**src/rtl/spi_dbg_pkg.sv**
```systemverilog
package spi_dbg_pkg;
    localparam logic [7:0] OP_PAT      = 8'h01;
    localparam logic [7:0] OP_MSK      = 8'h02;
    localparam logic [7:0] OP_EDGE     = 8'h03;
    localparam logic [7:0] OP_HOLD_ON  = 8'h10;
    localparam logic [7:0] OP_HOLD_OFF = 8'h11;
    localparam logic [7:0] OP_ARM      = 8'h20;
    localparam logic [7:0] OP_STOP     = 8'h21;
    localparam logic [7:0] OP_STAT     = 8'h30;
    localparam logic [7:0] OP_READ     = 8'h40;

    typedef enum logic [2:0] {
        ST_OPC, ST_PAT, ST_MSK, ST_EDGE, ST_STAT, ST_READ, ST_SKIP
    } dbg_state_t;
endpackage

```
**src/rtl/spi_dbg_sync.sv**
```systemverilog
module spi_dbg_sync #(
    parameter int             W      = 3,
    parameter int             STAGES = 2,
    parameter logic [W-1:0]   INIT   = '0
) (
    input  logic         clk,
    input  logic         rst_n,
    input  logic [W-1:0] d,
    output logic [W-1:0] q
);
    logic [W-1:0] pipe [STAGES];

    for (genvar g = 0; g < STAGES; g++) begin : g_stage
        if (g == 0) begin : g_first
            always_ff @(posedge clk or negedge rst_n) begin
                if (!rst_n) pipe[g] <= INIT;
                else        pipe[g] <= d;
            end
        end else begin : g_next
            always_ff @(posedge clk or negedge rst_n) begin
                if (!rst_n) pipe[g] <= INIT;
                else        pipe[g] <= pipe[g-1];
            end
        end
    end

    assign q = pipe[STAGES-1];
endmodule

```
**src/rtl/spi_dbg_shift.sv**
```systemverilog
module spi_dbg_shift (
    input  logic       clk,
    input  logic       rst_n,
    input  logic       sclk_s,
    input  logic       mosi_s,
    input  logic       cs_n_s,
    input  logic       tx_load,
    input  logic [7:0] tx_byte,
    output logic [7:0] rx_byte,
    output logic       byte_done,
    output logic       miso,
    output logic       cs_rise
);
    logic       sclk_d;
    logic       cs_d;
    logic [2:0] bitcnt;
    logic [7:0] rx_sr;
    logic [7:0] tx_sr;
    logic       sclk_rise;

    assign sclk_rise = sclk_s & ~sclk_d;
    assign cs_rise   = cs_n_s & ~cs_d;

    always_ff @(posedge clk or negedge rst_n) begin
        if (!rst_n) begin
            sclk_d    <= 1'b0;
            cs_d      <= 1'b1;
            bitcnt    <= '0;
            rx_sr     <= '0;
            tx_sr     <= '0;
            rx_byte   <= '0;
            byte_done <= 1'b0;
        end else begin
            sclk_d    <= sclk_s;
            cs_d      <= cs_n_s;
            byte_done <= 1'b0;
            if (cs_n_s) begin
                bitcnt <= '0;
                tx_sr  <= '0;
            end else begin
                if (sclk_rise) begin
                    rx_sr  <= {rx_sr[6:0], mosi_s};
                    bitcnt <= bitcnt + 3'd1;
                    if (bitcnt == 3'd7) begin
                        byte_done <= 1'b1;
                        rx_byte   <= {rx_sr[6:0], mosi_s};
                        tx_sr     <= '0;
                    end
                end
                if (tx_load) tx_sr <= tx_byte;
            end
        end
    end

    // bit under the host's next rising edge
    assign miso = ~cs_n_s & tx_sr[3'd7 - bitcnt];
endmodule

```
**src/rtl/spi_dbg_ctrl.sv**
```systemverilog
module spi_dbg_ctrl
    import spi_dbg_pkg::*;
#(
    parameter int VEC_W  = 16,
    parameter int SAMP_W = 16,
    parameter int ADDR_W = 4,
    localparam int SEL_W = (VEC_W > 1) ? $clog2(VEC_W) : 1
) (
    input  logic              clk,
    input  logic              rst_n,
    input  logic              spi_sclk,
    input  logic              spi_cs_n,
    input  logic              spi_mosi,
    output logic              spi_miso,
    input  logic              cfg_rst_n,
    output logic              dut_rst_n,
    output logic [VEC_W-1:0]  trig_pattern,
    output logic [VEC_W-1:0]  trig_mask,
    output logic              trig_edge_en,
    output logic              trig_edge_rise,
    output logic [SEL_W-1:0]  trig_edge_sel,
    output logic              arm_pulse,
    output logic              stop_pulse,
    input  logic              cap_armed,
    input  logic              cap_triggered,
    input  logic              cap_done,
    output logic [ADDR_W-1:0] rd_addr,
    input  logic [SAMP_W-1:0] rd_data
);
    localparam int VEC_BYTES  = (VEC_W + 7) / 8;
    localparam int SAMP_BYTES = SAMP_W / 8;
    localparam int STG_W      = VEC_BYTES * 8 + 8;
    localparam int PC_W       = $clog2(VEC_BYTES + 1);
    localparam int BIDX_W     = (SAMP_BYTES > 1) ? $clog2(SAMP_BYTES) : 1;

    logic [2:0]        sync_q;
    logic              sclk_s, mosi_s, cs_n_s;
    logic [7:0]        rx_byte, tx_byte;
    logic              byte_done, cs_rise, tx_load;
    dbg_state_t        state, nxt;
    logic [STG_W-1:0]  stage;
    logic [STG_W-1:0]  stage_nxt;
    logic [PC_W-1:0]   pay_cnt;
    logic [BIDX_W-1:0] bidx;
    logic [1:0]        ld_p;
    logic              hold;
    logic              last_pay;

    spi_dbg_sync #(.W(3), .STAGES(2), .INIT(3'b100)) u_sync (
        .clk (clk), .rst_n (rst_n),
        .d   ({spi_cs_n, spi_sclk, spi_mosi}),
        .q   (sync_q)
    );
    assign {cs_n_s, sclk_s, mosi_s} = sync_q;

    spi_dbg_shift u_shift (
        .clk (clk), .rst_n (rst_n),
        .sclk_s (sclk_s), .mosi_s (mosi_s), .cs_n_s (cs_n_s),
        .tx_load (tx_load), .tx_byte (tx_byte),
        .rx_byte (rx_byte), .byte_done (byte_done),
        .miso (spi_miso), .cs_rise (cs_rise)
    );

    assign tx_load   = ld_p[1];
    assign stage_nxt = {stage[STG_W-9:0], rx_byte};
    assign last_pay  = (pay_cnt == PC_W'(VEC_BYTES - 1));
    assign dut_rst_n = cfg_rst_n & ~hold;

    always_comb begin
        tx_byte = 8'h00;
        if (state == ST_STAT)
            tx_byte = {5'b0, cap_done, cap_triggered, cap_armed};
        else if (state == ST_READ)
            tx_byte = rd_data[8*(SAMP_BYTES-1-int'(bidx)) +: 8];
    end

    // state register
    always_ff @(posedge clk or negedge rst_n) begin
        if (!rst_n) state <= ST_OPC;
        else        state <= nxt;
    end

    // next state
    always_comb begin
        nxt = state;
        if (cs_rise) begin
            nxt = ST_OPC;
        end else if (byte_done) begin
            unique case (state)
                ST_OPC: begin
                    case (rx_byte)
                        OP_PAT:  nxt = ST_PAT;
                        OP_MSK:  nxt = ST_MSK;
                        OP_EDGE: nxt = ST_EDGE;
                        OP_STAT: nxt = ST_STAT;
                        OP_READ: nxt = ST_READ;
                        OP_HOLD_ON, OP_HOLD_OFF, OP_ARM, OP_STOP: nxt = ST_OPC;
                        default: nxt = ST_SKIP;
                    endcase
                end
                ST_PAT, ST_MSK: if (last_pay) nxt = ST_OPC;
                ST_EDGE, ST_STAT: nxt = ST_OPC;
                ST_READ: nxt = ST_READ;
                ST_SKIP: nxt = ST_SKIP;
                default: nxt = ST_OPC;
            endcase
        end
    end

    // outputs and datapath
    always_ff @(posedge clk or negedge rst_n) begin
        if (!rst_n) begin
            trig_pattern   <= '0;
            trig_mask      <= '0;
            trig_edge_en   <= 1'b0;
            trig_edge_rise <= 1'b0;
            trig_edge_sel  <= '0;
            hold           <= 1'b0;
            arm_pulse      <= 1'b0;
            stop_pulse     <= 1'b0;
            rd_addr        <= '0;
            bidx           <= '0;
            pay_cnt        <= '0;
            stage          <= '0;
            ld_p           <= '0;
        end else begin
            arm_pulse  <= 1'b0;
            stop_pulse <= 1'b0;
            ld_p       <= {ld_p[0], 1'b0};
            if (cs_rise) begin
                pay_cnt <= '0;
            end else if (byte_done) begin
                unique case (state)
                    ST_OPC: begin
                        pay_cnt <= '0;
                        case (rx_byte)
                            OP_HOLD_ON:  hold <= 1'b1;
                            OP_HOLD_OFF: hold <= 1'b0;
                            OP_ARM: begin
                                arm_pulse <= 1'b1;
                                hold      <= 1'b0;
                            end
                            OP_STOP: stop_pulse <= 1'b1;
                            OP_STAT: ld_p[0] <= 1'b1;
                            OP_READ: begin
                                rd_addr <= '0;
                                bidx    <= '0;
                                ld_p[0] <= 1'b1;
                            end
                            default: ;
                        endcase
                    end
                    ST_PAT, ST_MSK: begin
                        stage   <= stage_nxt;
                        pay_cnt <= pay_cnt + 1'b1;
                        if (last_pay) begin
                            if (state == ST_PAT) trig_pattern <= stage_nxt[VEC_W-1:0];
                            else                 trig_mask    <= stage_nxt[VEC_W-1:0];
                        end
                    end
                    ST_EDGE: begin
                        trig_edge_en   <= rx_byte[7];
                        trig_edge_rise <= rx_byte[6];
                        trig_edge_sel  <= rx_byte[SEL_W-1:0];
                    end
                    ST_READ: begin
                        if (bidx == BIDX_W'(SAMP_BYTES - 1)) begin
                            bidx    <= '0;
                            rd_addr <= rd_addr + 1'b1;
                        end else begin
                            bidx <= bidx + 1'b1;
                        end
                        ld_p[0] <= 1'b1;
                    end
                    ST_STAT, ST_SKIP: ;
                    default: ;
                endcase
            end
        end
    end
endmodule

```
**config.mk**
```make
export PLATFORM = sky130hd
export DESIGN_NAME = spi_dbg_ctrl
export DESIGN_NICKNAME = d
export VERILOG_FILES = /design/src/rtl/spi_dbg_pkg.sv /design/src/rtl/spi_dbg_sync.sv /design/src/rtl/spi_dbg_shift.sv /design/src/rtl/spi_dbg_ctrl.sv
export SDC_FILE = /design/constraint.sdc
export NUM_CORES = 1
export LEC_CHECK = 0
export CORE_MARGIN = 2
export CORE_UTILIZATION = 50
export CTS_CLUSTER_DIAMETER = 100
export DETAILED_ROUTE_END_ITERATION = 12
export GPL_TIMING_DRIVEN = 0
export PLACE_DENSITY = 0.81
export SLEW_MARGIN = 20
export SYNTH_ARGS = -nofsm -noshare
export SYNTH_HDL_FRONTEND = slang
export SYNTH_HIERARCHICAL = 1
export SYNTH_SLANG_ARGS = --single-unit
```
**constraint.sdc**
```tcl
create_clock -name clk -period 5.4 [get_ports clk]
set_clock_uncertainty 0.2 [all_clocks]
set_input_delay 0.81 -clock clk [delete_from_list [all_inputs] [get_ports clk]]
set_output_delay 0.81 -clock clk [all_outputs]
set_load 0.02 [all_outputs]
```
# Yosys cells after proc, flatten, opt, wreduce, memory -nomap -nowiden

Index checks and enable logic that the tools add are counted.

Add/sub/neg operators: 6
$lt $le $gt $ge: 1
Equality and inequality tests: 20
Shift-type cells: 1
Mux-type cells: 40
Bitwise gates (word level): 10
Reductions and logical operators: 24

Operators with widths:

| kind                 | count |
|---|---|
| $mux W8              | 6 |
| $eq A8 B6 Y1 const B | 3 |
| $pmux W3 S6          | 1 |
| $mux W1              | 17 |
| $eq A8 B2 Y1 const B | 2 |
| $eq A8 B5 Y1 const B | 2 |
| $shiftx A16 B5 Y8    | 1 |
| $mux W3              | 5 |
| $reduce_and A5 Y1    | 3 |
| $eq A3 B3 Y1 const B | 4 |
| $pmux W3 S4          | 1 |
| $reduce_and A3 Y1    | 3 |
| $reduce_bool A3 Y1   | 3 |
| $eq A8 B1 Y1 const B | 1 |
| $eq A8 B7 Y1 const B | 1 |
| $mux W4              | 2 |
| $pmux W4 S2          | 1 |
| $reduce_and A2 Y1    | 4 |
| $reduce_and A4 Y1    | 2 |
| $reduce_bool A2 Y1   | 4 |
| $eq A3 B2 Y1 const B | 2 |
| $not A1 Y1           | 6 |
| $pmux W1 S2          | 3 |
| $reduce_or A2 Y1     | 3 |
| other kinds (18)     | 22 |

Bits in registers: 96
Input bits: 25
Output and inout port bits: 46
Word-level logic and storage cells: 125

# Depth between registers and ports, before layout

Gate-level depths: netlist of the first run.

Depth in word-level cells: 6
Mapped depth: 9

# Cells and area by module

The synthesis of the first run kept the hierarchy.

By module, submodules not included:

| module        | times used | cells each | area each (um^2) | seq. area each (um^2) |
|---|---|---|---|---|
| spi_dbg_ctrl  | 1          | 241        | 2919.0           | 1526.5 |
| spi_dbg_shift | 1          | 82         | 1211.2           | 726.9 |
| spi_dbg_sync  | 1          | 9          | 175.2            | 152.6 |

# Least setup slack after synthesis of the first run

Ideal clock, no wire load.

Kind: register to output
From: register u_shift.bitcnt[0]
To: output port spi_miso
Data arrival time: 1346 ps
Data required time: 4390 ps
Path slack: 3044 ps
Stages on the path, launching flop included: 4
Path buffers: 0
Path through: dfrtp_1 mux4_2 nor2_1 a311oi_1

Word-level cells in the longest chain between the ends: 4

Ends and longest elaborated chain:

| item                          | RTL line            | text |
|---|---|---|
| from (decl)                   | spi_dbg_shift.sv:16 | `logic [2:0] bitcnt;` |
| from (signal assigned)        | spi_dbg_shift.sv:43 | `bitcnt <= bitcnt + 3'd1;` |
| $sub A3 B3 Y3                 | spi_dbg_shift.sv:56 | `assign miso = ~cs_n_s & tx_sr[3'd7 - bitcnt];` |
| $bmux W1 S3                   | spi_dbg_shift.sv:56 |  |
| $mux W1 (not written as such) | spi_dbg_shift.sv:56 |  |
| $and A1 B1 Y1                 | spi_dbg_shift.sv:56 |  |
| to (decl)                     | spi_dbg_ctrl.sv:14  | `output logic spi_miso,` |

Every way passes these cells. The select of a mux whose other input is x is not followed.

# Final worst setup path of the first run

Ends and elaborated chain as after synthesis.

==> key figures, run 1 <==
Outcome
  – Status: completed

Logic synthesis
  – Post-Synth Adder-Cell Area: 0.01162
  – Synth cell types: 56
  – Top_reg_cell synth: dfrtp_1
  – Synth warn: 6
  – XOR/XNOR share of the synthesized area: 0.002034
  – Post-synthesis simple-gate area fraction: 0.1346
  – Post-synth EDFFs: 0
  – Mapped Area: 0.004305 sq mm
  – Compound-Gate Fraction of Synth Area: 0.07614
  – Post-Syn Nets: between 300 and 400
  – Synth Register Bits: 96
  – Sequential-to-total area share from yosys stat: 0.5588
  – Mux cell area share after synthesis: 0.1848
  – Post-synth ARST share: 1.000
  – Syn Inst Count: 332
  – Synthesized area per cell: around 13 sq um
  – Largest family of logic cells by synthesized area: multiplexers

Placed design
  – Hpwl dp: roughly 6300 um
  – Inst Count DP: roughly 500
  – PortBufs: 70
  – DP Area: roughly 0.0052 sq mm
  – Gpl congestion: around 0.85

Timing
  – Achievable Freq: between 0.3 and 0.4 GHz
  – Slew @ Worst Pin: 564.3 ps
  – Total negative slack: 0 ps
  – WHS: between 150 and 200 ps
  – Hold Vio Cnt, Final: 0
  – Tcrit/Tclk final: 0.5955
  – Fin. max-slew vios: 0
  – RSZ-0062 raised after global routing: false
  – Finish-stage setup viols: 0
  – Worst slew margin: 0.6238
  – Post-layout min period: approximately 3200 ps

Setup path
  – Critical Path Sink Type: output port
  – Startpoint class of the critical path: flip-flop
  – Critical path class: reg2out
  – Worst EP arrival: 2210 ps
  – Maximum fanout along the worst path: 5
  – Worst EP required: 4390 ps

Layout
  – Design Area, Final: about 0.0054 sq mm
  – Fraction of layout cells with a size suffix above 1: 0.2411
  – Antenna diodes: 0
  – Seq. cell area: 0.002406 sq mm
  – Finished Layout Cells: between 500 and 600
  – # fillers: between 600 and 700
  – Final nets: approximately 440
  – Area Overhead vs Synth: 24.53%
  – Area of the multi-input gates: 0.001762 sq mm

Power and ir drop
  – Maximum VDD drop: about 0.00013 V
  – Combinational share of power: 0.057
  – Clock share of power: 0.361
  – Power Density: approximately 240 mW/mm^2
  – Sequential share of power: 0.581
  – Switching Fraction: 0.2335
  – Overall power: around 1.3 mW
  – Cell-internal power: ~1 mW
  – Total leakage power: 2.480 nW
  – Switching Power: between 0.3 and 0.4 mW

Floorplan
  – Num rows: 33
  – Die Ht: a little under 100 um
  – CORE AREA: a little over 0.008 sq mm
  – Die area: between 0.009 and 0.01 sq mm
  – Initial Util: 0.5188
  – I/O Pins: 71
  – Die W: ~97 um

Detailed routing
  – First DRT Iteration DRCs: between 100 and 150
  – Antenna viol nets, final: 0
  – First-pass DRT Iterations: 5
  – Wire length per cell: 16.62 um
  – DR vias: roughly 2900
  – Via density: about 5.5
  – DRC Markers: 0
  – Final wirelength: 8709 um

CTS
  – Clock buffer depth: 2
  – CTS tree: yes
  – Hold Buf Count CTS: 0
  – CTS clk-pin slew, worst paths: about 100 ps
  – Worst skew pair latency: approximately 360 ps
  – CTS root buf: clkbuf_8
  – Num CTS Buffers: 9
  – # Post-CTS Setup Buffers: 0
  – Cts repair resizes: 0
  – H-tree levels: 3
  – Sinks on Clock Net: 96

Global routing
  – Number of global-route vias before repair: between 3000 and 4000
  – First-pass GRT wire length: around 15000 um
  – GRT overflow: 0
  – Largest net degree at the start of global routing: 50
  – Initial antenna violation count: 0
  – Global Route Usage Sum: 0.1956

Hold path
  – Hold Path Class: in2async

Run
  – Max-Cap Viols: 0
-- metal layers --
layer  global-route usage  part of all wire  wire (um)  up-vias
met4              0.07151             0.015        128        0
met3              0.04046             0.043        378        9
li1                     -                 -          -     1352
met5                    0                 0          0        -
met1               0.2531              0.44       3814     1455
met2               0.3269              0.50       4387       61
-- cell families after synthesis --
kind of cell,after synthesis
AND/OR/NAND/NOR,88
AO/OA/AOI/OAI,48
buffers and inverters,24
XOR/XNOR,1
flip-flops,96
adder cells (fa/ha/maj),4
multiplexers,71
-- registers in the layout, summed over array words and instances, names as in the netlist, 3 cells and up --
register,cells
u_shift/rx_sr,7
u_shift/bitcnt,3
u_sync/q,3
u_shift/tx_sr,8
trig_mask,16
trig_edge_sel,4
rd_addr,4
stage,8
state,3
u_sync/pipe,3
u_shift/rx_byte,8
trig_pattern,16
-- worst paths after layout --
path / start / end / slack (ps) / cells after the start
min: rst_n / trig_mask[3] / 150 / 1
min in group clk: u_sync/pipe[3] / u_sync/q[0] / 160 / 0
min reg2reg: u_sync/pipe[3] / u_sync/q[0] / 160 / 0
max in group asynchronous: rst_n / rd_addr[1] / 4240 / 2
max reg2reg: u_sync/q[2] / stage[1] / 2970 / 8
max: u_shift/bitcnt[0] / spi_miso / 2180 / 4
-- power by group through the flow --
stage               logic [mW]  registers (mW)  clock network, mW
finish                  0.0750           0.762              0.474
global route            0.0833           0.766              0.506
CTS                     0.0770           0.762              0.479
detailed placement      0.0765           0.777                  0
global placement        0.0709           0.776                  0
floorplan               0.0356           0.770                  0
-- cells in the mapped netlist (2+ instances only) --
cell type  count  area [sq um]
nor2b_1        7         43.79
a21oi_1        8         40.04
ha_1           4         50.05
mux2_1         7         78.83
a211o_1        2         17.52
clkbuf_1       2         7.510
nor3b_1        2         15.01
a22o_1         9         78.83
dfrtp_1       93          2327
mux2i_1       12         120.1
buf_2          8         40.04
a31oi_1        3         18.77
nor3_4         2         32.53
nor3_1         7         35.03
o21ai_0       13         65.06
nand3_1        2         10.01
mux2_2        51         574.3
nor2b_4        3         41.29
nand3_4        2         35.03
and3_1         2         12.51
nand2b_1       4         25.02
o31ai_1        2         15.01
dfstp_2        3         78.83
buf_6          2         22.52
a21o_1         2         15.01
nor4b_1        2         17.52
nor2_1        17         63.81
nand4_1        3         18.77
buf_4          6         45.04
and2b_1        2         15.01
inv_1          5         18.77
nand2_1       21         78.83
-- critical path, cell delays in order (launching register included) --
cell	delay, ps
dfrtp_1	470
mux4_2	380
nor2_1	50
a311oi_1	280
clkdlybuf4s50_1	670
-- cell usage in the layout (no fill, tap or decap), drive strengths merged, types with 4 or more instances in the layout --
master,n
a22o,9
nand2,21
clkbuf,12
clkdlybuf4s50,69
ha,4
nor2b,10
dfrtp,93
nand3,4
buf,19
a21oi,8
inv,7
mux2i,12
mux2,58
nor2,17
nor3,10
nand2b,4
o21ai,15
-- cell type report --
cell class	count	area share
sequential	96	0.4488
multi-input combinational	212	0.3286
timing repair buffer	71	0.1361
tap	105	0.02450
clock buffer	10	0.02380
buffer	19	0.02217
clock inverter	6	0.01260
inverter	5	0.003501
-- per-stage QoR --
stage / setup WS (ps) / utilization
after CTS: 2157 / 0.6460
after detailed placement: 2410 / 0.6225
after floorplan: 3044 / -
final: 2184 / 0.6460
after global placement: -53.91 / 0.6190
after global routing: 2055 / 0.6460
No activity file was read; power rests on OpenSTA's default activity.
==> inputs of run 2 (changes only) <==
Settings changed: CORE_UTILIZATION 50 to 48.
Clock period 5.4 ns to 2.7 ns, I/O delays scaled along.
==> run 2 against run 1 <==
  * First-iteration DRC count increased by 13%
  * Power up 97%
  * Final area rose by 0.19%
  * Largest power group unchanged
  * Die area rose by 4.0%
==> key figures, run 2 (synthesis results as in run 1) <==
Outcome
  – Status: completed

Layout
  – Final nets: 444 (+0.23%)
  – Seq. cell area: 0.002406 sq mm (unchanged)
  – Design Area, Final: 0.005371 sq mm (+0.19%)
  – Top Registers: trig_mask: 16 flops, trig_pattern: 16 flops
  – Area of the multi-input gates: 0.001762 sq mm (unchanged)
  – # fillers: 655 (+7.4%)
  – Fraction of layout cells with a size suffix above 1: 0.2429 (+0.001807)
  – Area Overhead vs Synth: 24.76%
  – Final Util: 0.6159 (-0.03009)
  – Most frequent cells in the layout: dfrtp_1 (93), clkdlybuf4s50_1 (68), mux2_2 (51)
  – Commonest non-fill, non-tap cell in the layout: dfrtp_1
  – Antenna diodes: 0 (unchanged)

Floorplan
  – Initial Util: 0.4937 (-0.02508)
  – I/O Pins: 71 (unchanged)
  – Die W: 98.71 um (+2.0%)
  – Die Ht: 98.71 um (+2.0%)
  – Num rows: 34 (+3.0%)
  – Die area: 0.009743 sq mm (+4.0%)
  – CORE AREA: 0.008721 sq mm (+5.1%)

CTS
  – CTS tree: yes
  – Sinks on Clock Net: 96 (unchanged)
  – CTS clk-pin slew, worst paths: 90 ps (about the same)
  – CTS root buf: clkbuf_8
  – Clock buffer depth: 2 (unchanged)
  – Worst skew pair latency: 360 ps (about the same)
  – Num CTS Buffers: 9 (unchanged)
  – H-tree levels: 3 (unchanged)
  – # Post-CTS Setup Buffers: 0 (unchanged)

Detailed routing
  – Final wirelength: 8718 um (+0.10%)
  – Wire length per cell: 16.51 um (-0.66%)
  – Via density: 5.472 (-0.34%)
  – Antenna viol nets, final: 0 (unchanged)
  – DRC Markers: 0 (unchanged)
  – DR vias: 2889 (+0.42%)
  – First-pass DRT Iterations: 4 (-1)
  – First DRT Iteration DRCs: 152 (+13%)

Global routing
  – Global Route Usage Sum: 0.1878 (-0.007806)
  – Number of global-route vias before repair: 3016 (-0.92%)
  – Initial antenna violation count: 0 (unchanged)
  – First-pass GRT wire length: 14760 um (-0.65%)
  – Largest net degree at the start of global routing: 85 (+70%)
  – GRT overflow: 0 (unchanged)

Power and ir drop
  – Cell-internal power: 1.958 mW (+95%)
  – Overall power: 2.583 mW (+97%)
  – Switching Fraction: 0.2418 (+0.008333)
  – Maximum VDD drop: 0.0003533 V (+170%)
  – Switching Power: 0.6246 mW (+100%)
  – Sequential share of power: 0.590 (+0.009)
  – Total leakage power: 2.495 nW (+0.62%)
  – Clock share of power: 0.352 (-0.009)
  – Power Density: 480.8 mW/mm^2 (+97%)
  – Combinational share of power: 0.058 (about the same)

Setup path
  – Maximum fanout along the worst path: 5 (unchanged)
  – Worst EP arrival: 1860 ps (-350 ps)
  – Startpoint class of the critical path: flip-flop
  – Critical path class: reg2out
  – Worst EP required: 2100 ps (-2290 ps)
  – Critical Path Sink Type: output port

Timing
  – RSZ-0062 raised after global routing: false
  – Slew @ Worst Pin: 579.1 ps (+14.76 ps)
  – Worst slew margin: 0.6140 (-0.009839)
  – Total negative slack: 0 ps (unchanged)
  – Post-layout min period: 2465 ps
  – Hold Vio Cnt, Final: 0 (unchanged)
  – WHS: 160.9 ps (+7.553 ps)
  – Fin. max-slew vios: 0 (unchanged)
  – Achievable Freq: around 0.4 GHz
  – Tcrit/Tclk final: 0.9128
  – Finish-stage setup viols: 0 (unchanged)

Placed design
  – Gpl congestion: 0.8341 (-1.4%)
  – PortBufs: 70 (unchanged)
  – DP Area: 0.005170 sq mm (about the same)
  – Hpwl dp: 6273 um (about the same)

Run
  – Max-Cap Viols: 0 (unchanged)

Hold path
  – Hold Path Class: reg2reg
## run 2: cell count changes in the layout (fill, tap and decap cells not counted), sizes merged
| cell | previous run | this run |
|---|---|---|
| bufinv | 1 | 0 |
| clkdlybuf4s50 | 69 | 68 |
| clkinvlp | 2 | 0 |
| dlygate4sd2 | 0 | 1 |
| dlygate4sd3 | 0 | 1 |
| inv | 7 | 10 |
## run 2: area by class of cell
class | count | area share
multi-input cells | 212 | 0.3280
repair buffers | 72 | 0.1374
well taps | 108 | 0.02516
plain buffers | 19 | 0.02213
flip-flops and latches | 96 | 0.4479
inverters | 5 | 0.003494
clock inverters | 6 | 0.01025
clock buffers | 10 | 0.02562
## run 2: routing by layer
layer,part of all wire,wire (um),global-route usage
met4,0.011,94,0.05479
met3,0.034,294,0.03617
met1,0.43,3743,0.2410
met5,0,0,0
met2,0.53,4586,0.3260
## run 2: power groups by stage
| stage | Clock, mW | Sequential, mW | Combinational (mW) |
|---|---|---|---|
| after floorplan | 0 | 1.54 | 0.0712 |
| after global placement | 0 | 1.55 | 0.141 |
| after CTS | 0.933 | 1.52 | 0.153 |
| after global routing | 0.997 | 1.53 | 0.164 |
| final | 0.910 | 1.52 | 0.149 |
| after detailed placement | 0 | 1.55 | 0.152 |
## run 2: critical path, cell delays in order, from the launching register on
cell and delay (ps):
dfrtp_1 480, mux4_2 540, nor2_1 100, a311oi_1 50, dlygate4sd2_1 340
## run 2: path summary, 6_finish.rpt
| check | from | end | slack, ps | cells past startpoint |
|---|---|---|---|---|
| worst max-delay path | u_shift/bitcnt[0] | spi_miso | 240 | 4 |
| worst min-delay path | u_sync/pipe[3] | u_sync/q[0] | 160 | 0 |
| worst max register to register | u_sync/q[2] | stage[6] | 340 | 8 |
| worst min register to register | u_sync/pipe[3] | u_sync/q[0] | 160 | 0 |
| max in group asynchronous | rst_n | u_sync/q[2] | 1410 | 3 |
| min in group asynchronous | rst_n | trig_pattern[15] | 220 | 2 |
## run 2: repair_timing
item                                   4_1_cts  5_1_grt
endpoints found under the hold margin       93        0
hold buffers                                 1        0
gates resized for setup                      1        0
setup endpoints to repair                    1        0
## run 2: stage by stage
step | std cells | setup WS (ps)
after global routing | 528 | 148.3
final | 528 | 235.4
after CTS | 528 | 223.7
after global placement | 510 | -2336
after floorplan | 332 | 578.5
after detailed placement | 511 | 346.8
==> inputs of run 3 (changes only) <==
Settings changed: CORE_UTILIZATION 48 to 45, PLACE_DENSITY 0.81 to 0.77.
==> run 3 against run 2 <==
  * Clock-buffer cell count is the same
  * Setup slack lost 0.93 ps
  * Clock power grew 6.5%
  * Non-clock buffer count is the same
  * First-iteration DRC count grew 11%
  * Fmax is essentially flat
  * Power grew 2.3%
  * Combinational power is essentially flat
  * Sequential cell count is the same
  * Die area grew 6.4%
  * Final cell count grew 4.0%
  * Critical endpoint unchanged
  * Largest cell class unchanged
==> key figures, run 3 (synthesis results as in run 1) <==
Layout
  – Most frequent cells in the layout: dfrtp_1 (93), clkdlybuf4s50_1 (68), mux2_2 (51)
  – Final nets: 444 (unchanged)
  – Area Overhead vs Synth: 25.78%
  – Top Registers: trig_mask: 16 flops, trig_pattern: 16 flops
  – Fraction of layout cells with a size suffix above 1: 0.2429 (unchanged)
  – Antenna diodes: 0 (unchanged)
  – Finished Layout Cells: 549 (+4.0%)
  – Commonest non-fill, non-tap cell in the layout: dfrtp_1
  – # fillers: 737 (+13%)

Power and ir drop
  – Power Density: 488.1 mW/mm^2 (+1.5%)
  – Combinational share of power: 0.057 (about the same)
  – Maximum VDD drop: 0.0002854 V (-19%)
  – Total leakage power: 2.504 nW (+0.36%)
  – Clock share of power: 0.367 (+0.015)
  – Switching Power: 0.6002 mW (-3.9%)
  – Sequential share of power: 0.577 (-0.013)
  – Cell-internal power: 2.043 mW (+4.3%)
  – Switching Fraction: 0.2271 (-0.01472)

CTS
  – Num CTS Buffers: 9 (unchanged)
  – Clock buffer depth: 2 (unchanged)
  – CTS tree: yes
  – CTS root buf: clkbuf_8
  – CTS clk-pin slew, worst paths: 100 ps (about the same)
  – Worst skew pair latency: 350 ps (about the same)
  – # Post-CTS Setup Buffers: 0 (unchanged)
  – H-tree levels: 3 (unchanged)
  – Sinks on Clock Net: 96 (unchanged)

Timing
  – Finish-stage setup viols: 0 (unchanged)
  – Worst slew margin: 0.6055 (-0.008475)
  – RSZ-0062 raised after global routing: false
  – Tcrit/Tclk final: 0.9132 (about the same)
  – Fin. max-slew vios: 0 (unchanged)
  – Slew @ Worst Pin: 591.8 ps (+12.71 ps)
  – Hold Vio Cnt, Final: 0 (unchanged)
  – WHS: 145.1 ps (-15.75 ps)
  – Post-layout min period: 2466 ps (+0.9350 ps)
  – Achievable Freq: 0.4056 GHz (about the same)
  – Total negative slack: 0 ps (unchanged)

Floorplan
  – Die Ht: 101.8 um (+3.2%)
  – Die area: 0.01037 sq mm (+6.4%)
  – Die W: 101.8 um (+3.2%)
  – Initial Util: 0.4659 (-0.02774)
  – I/O Pins: 71 (unchanged)
  – Num rows: 35 (+2.9%)
  – CORE AREA: 0.009240 sq mm (+6.0%)

Outcome
  – Status: completed

Detailed routing
  – Final wirelength: 8728 um (+0.11%)
  – First DRT Iteration DRCs: 168 (+11%)
  – Wire length per cell: 15.90 um (-3.7%)
  – Antenna viol nets, final: 0 (unchanged)
  – First-pass DRT Iterations: 4 (unchanged)
  – DR vias: 2937 (+1.7%)
  – Via density: 5.350 (-2.2%)
  – DRC Markers: 0 (unchanged)

Global routing
  – Global Route Usage Sum: 0.1812 (-0.006557)
  – GRT overflow: 0 (unchanged)
  – Number of global-route vias before repair: 3141 (+4.1%)
  – Largest net degree at the start of global routing: 50 (-41%)
  – Initial antenna violation count: 0 (unchanged)
  – First-pass GRT wire length: 14840 um (+0.51%)

Setup path
  – Worst EP required: 2100 ps (about the same)
  – Critical path class: reg2out
  – Worst EP arrival: 1860 ps (about the same)
  – Startpoint class of the critical path: flip-flop
  – Maximum fanout along the worst path: 5 (unchanged)
  – Critical Path Sink Type: output port

Placed design
  – Gpl congestion: 0.8584 (+2.9%)
  – Inst Count DP: 532 (+4.1%)
  – Hpwl dp: 6322 um (+0.78%)
  – PortBufs: 70 (unchanged)

Hold path
  – Hold Path Class: reg2reg

Run
  – Max-Cap Viols: 0 (unchanged)
[run 3: cell count changes in the layout (fill, tap and decap cells not counted)]
| cell | delta |
|---|---|
| bufinv_16 | +1 |
| clkinv_2 | +1 |
| inv_6 | -2 |
[run 3: worst paths after layout]
| path | start | end | slack, ps | depth (start not counted) |
|---|---|---|---|---|
| max in group asynchronous | rst_n | u_shift/cs_d | 1270 | 3 |
| worst min-delay path | u_sync/pipe[3] | u_sync/q[0] | 150 | 0 |
| worst min register to register | u_sync/pipe[3] | u_sync/q[0] | 150 | 0 |
| worst max register to register | u_sync/q[2] | stage[1] | 320 | 8 |
| worst max-delay path | u_shift/bitcnt[0] | spi_miso | 230 | 4 |
| min in group asynchronous | rst_n | trig_mask[2] | 370 | 2 |
[run 3: power groups by stage]
stage	clock network (mW)	logic (mW)	registers [mW]
4_1_cts	0.994	0.154	1.52
5_1_grt	1.05	0.167	1.53
6_report	0.969	0.150	1.52
3_5_place_dp	0	0.153	1.55
2_1_floorplan	0	0.0712	1.54
3_3_place_gp	0	0.142	1.55
[run 3: per-layer routing]
metal  up-vias  GRT usage  wire (um)  part of all wire
li1       1363          -          -                 -
met1      1506     0.2327       3723              0.43
met2        62     0.3052       4526              0.52
met3         6    0.05062        397             0.045
met4         0    0.04821         80            0.0092
met5         -          0          0                 0
[run 3: worst max-delay path: stages (launching register included)]
cell           delay, ps
dfrtp_1              470
mux4_2               540
nor2_1               110
a311oi_1              50
dlygate4sd2_1        340
[run 3: through the flow]
step	power (mW)	setup WS, ps	util	area (sq um)
floorplan	1.612	578.5	-	4305
global placement	1.692	-2399	0.5592	5167
detailed placement	1.706	356.3	0.5624	5196
CTS	2.672	227.8	0.5861	5415
global route	2.752	133.6	0.5861	5415
finish	2.643	234.5	0.5861	5415
[run 3: timing repair]
action                                  CTS  global route
hold buffers                              1             0
gates resized for setup                   1             0
endpoints found under the setup margin    1             0
endpoints found under the hold margin    48             0
[run 3: final cells by class]
class | instances | area, sq um | area share
clock buffer | 10 | 137.6 | 0.02542
sequential | 96 | 2406 | 0.4443
buffer | 19 | 118.9 | 0.02195
tap | 129 | 161.4 | 0.02981
inverter | 5 | 18.77 | 0.003466
timing repair buffer | 72 | 738.2 | 0.1363
multi-input combinational | 212 | 1762 | 0.3253
clock inverter | 6 | 72.57 | 0.01340
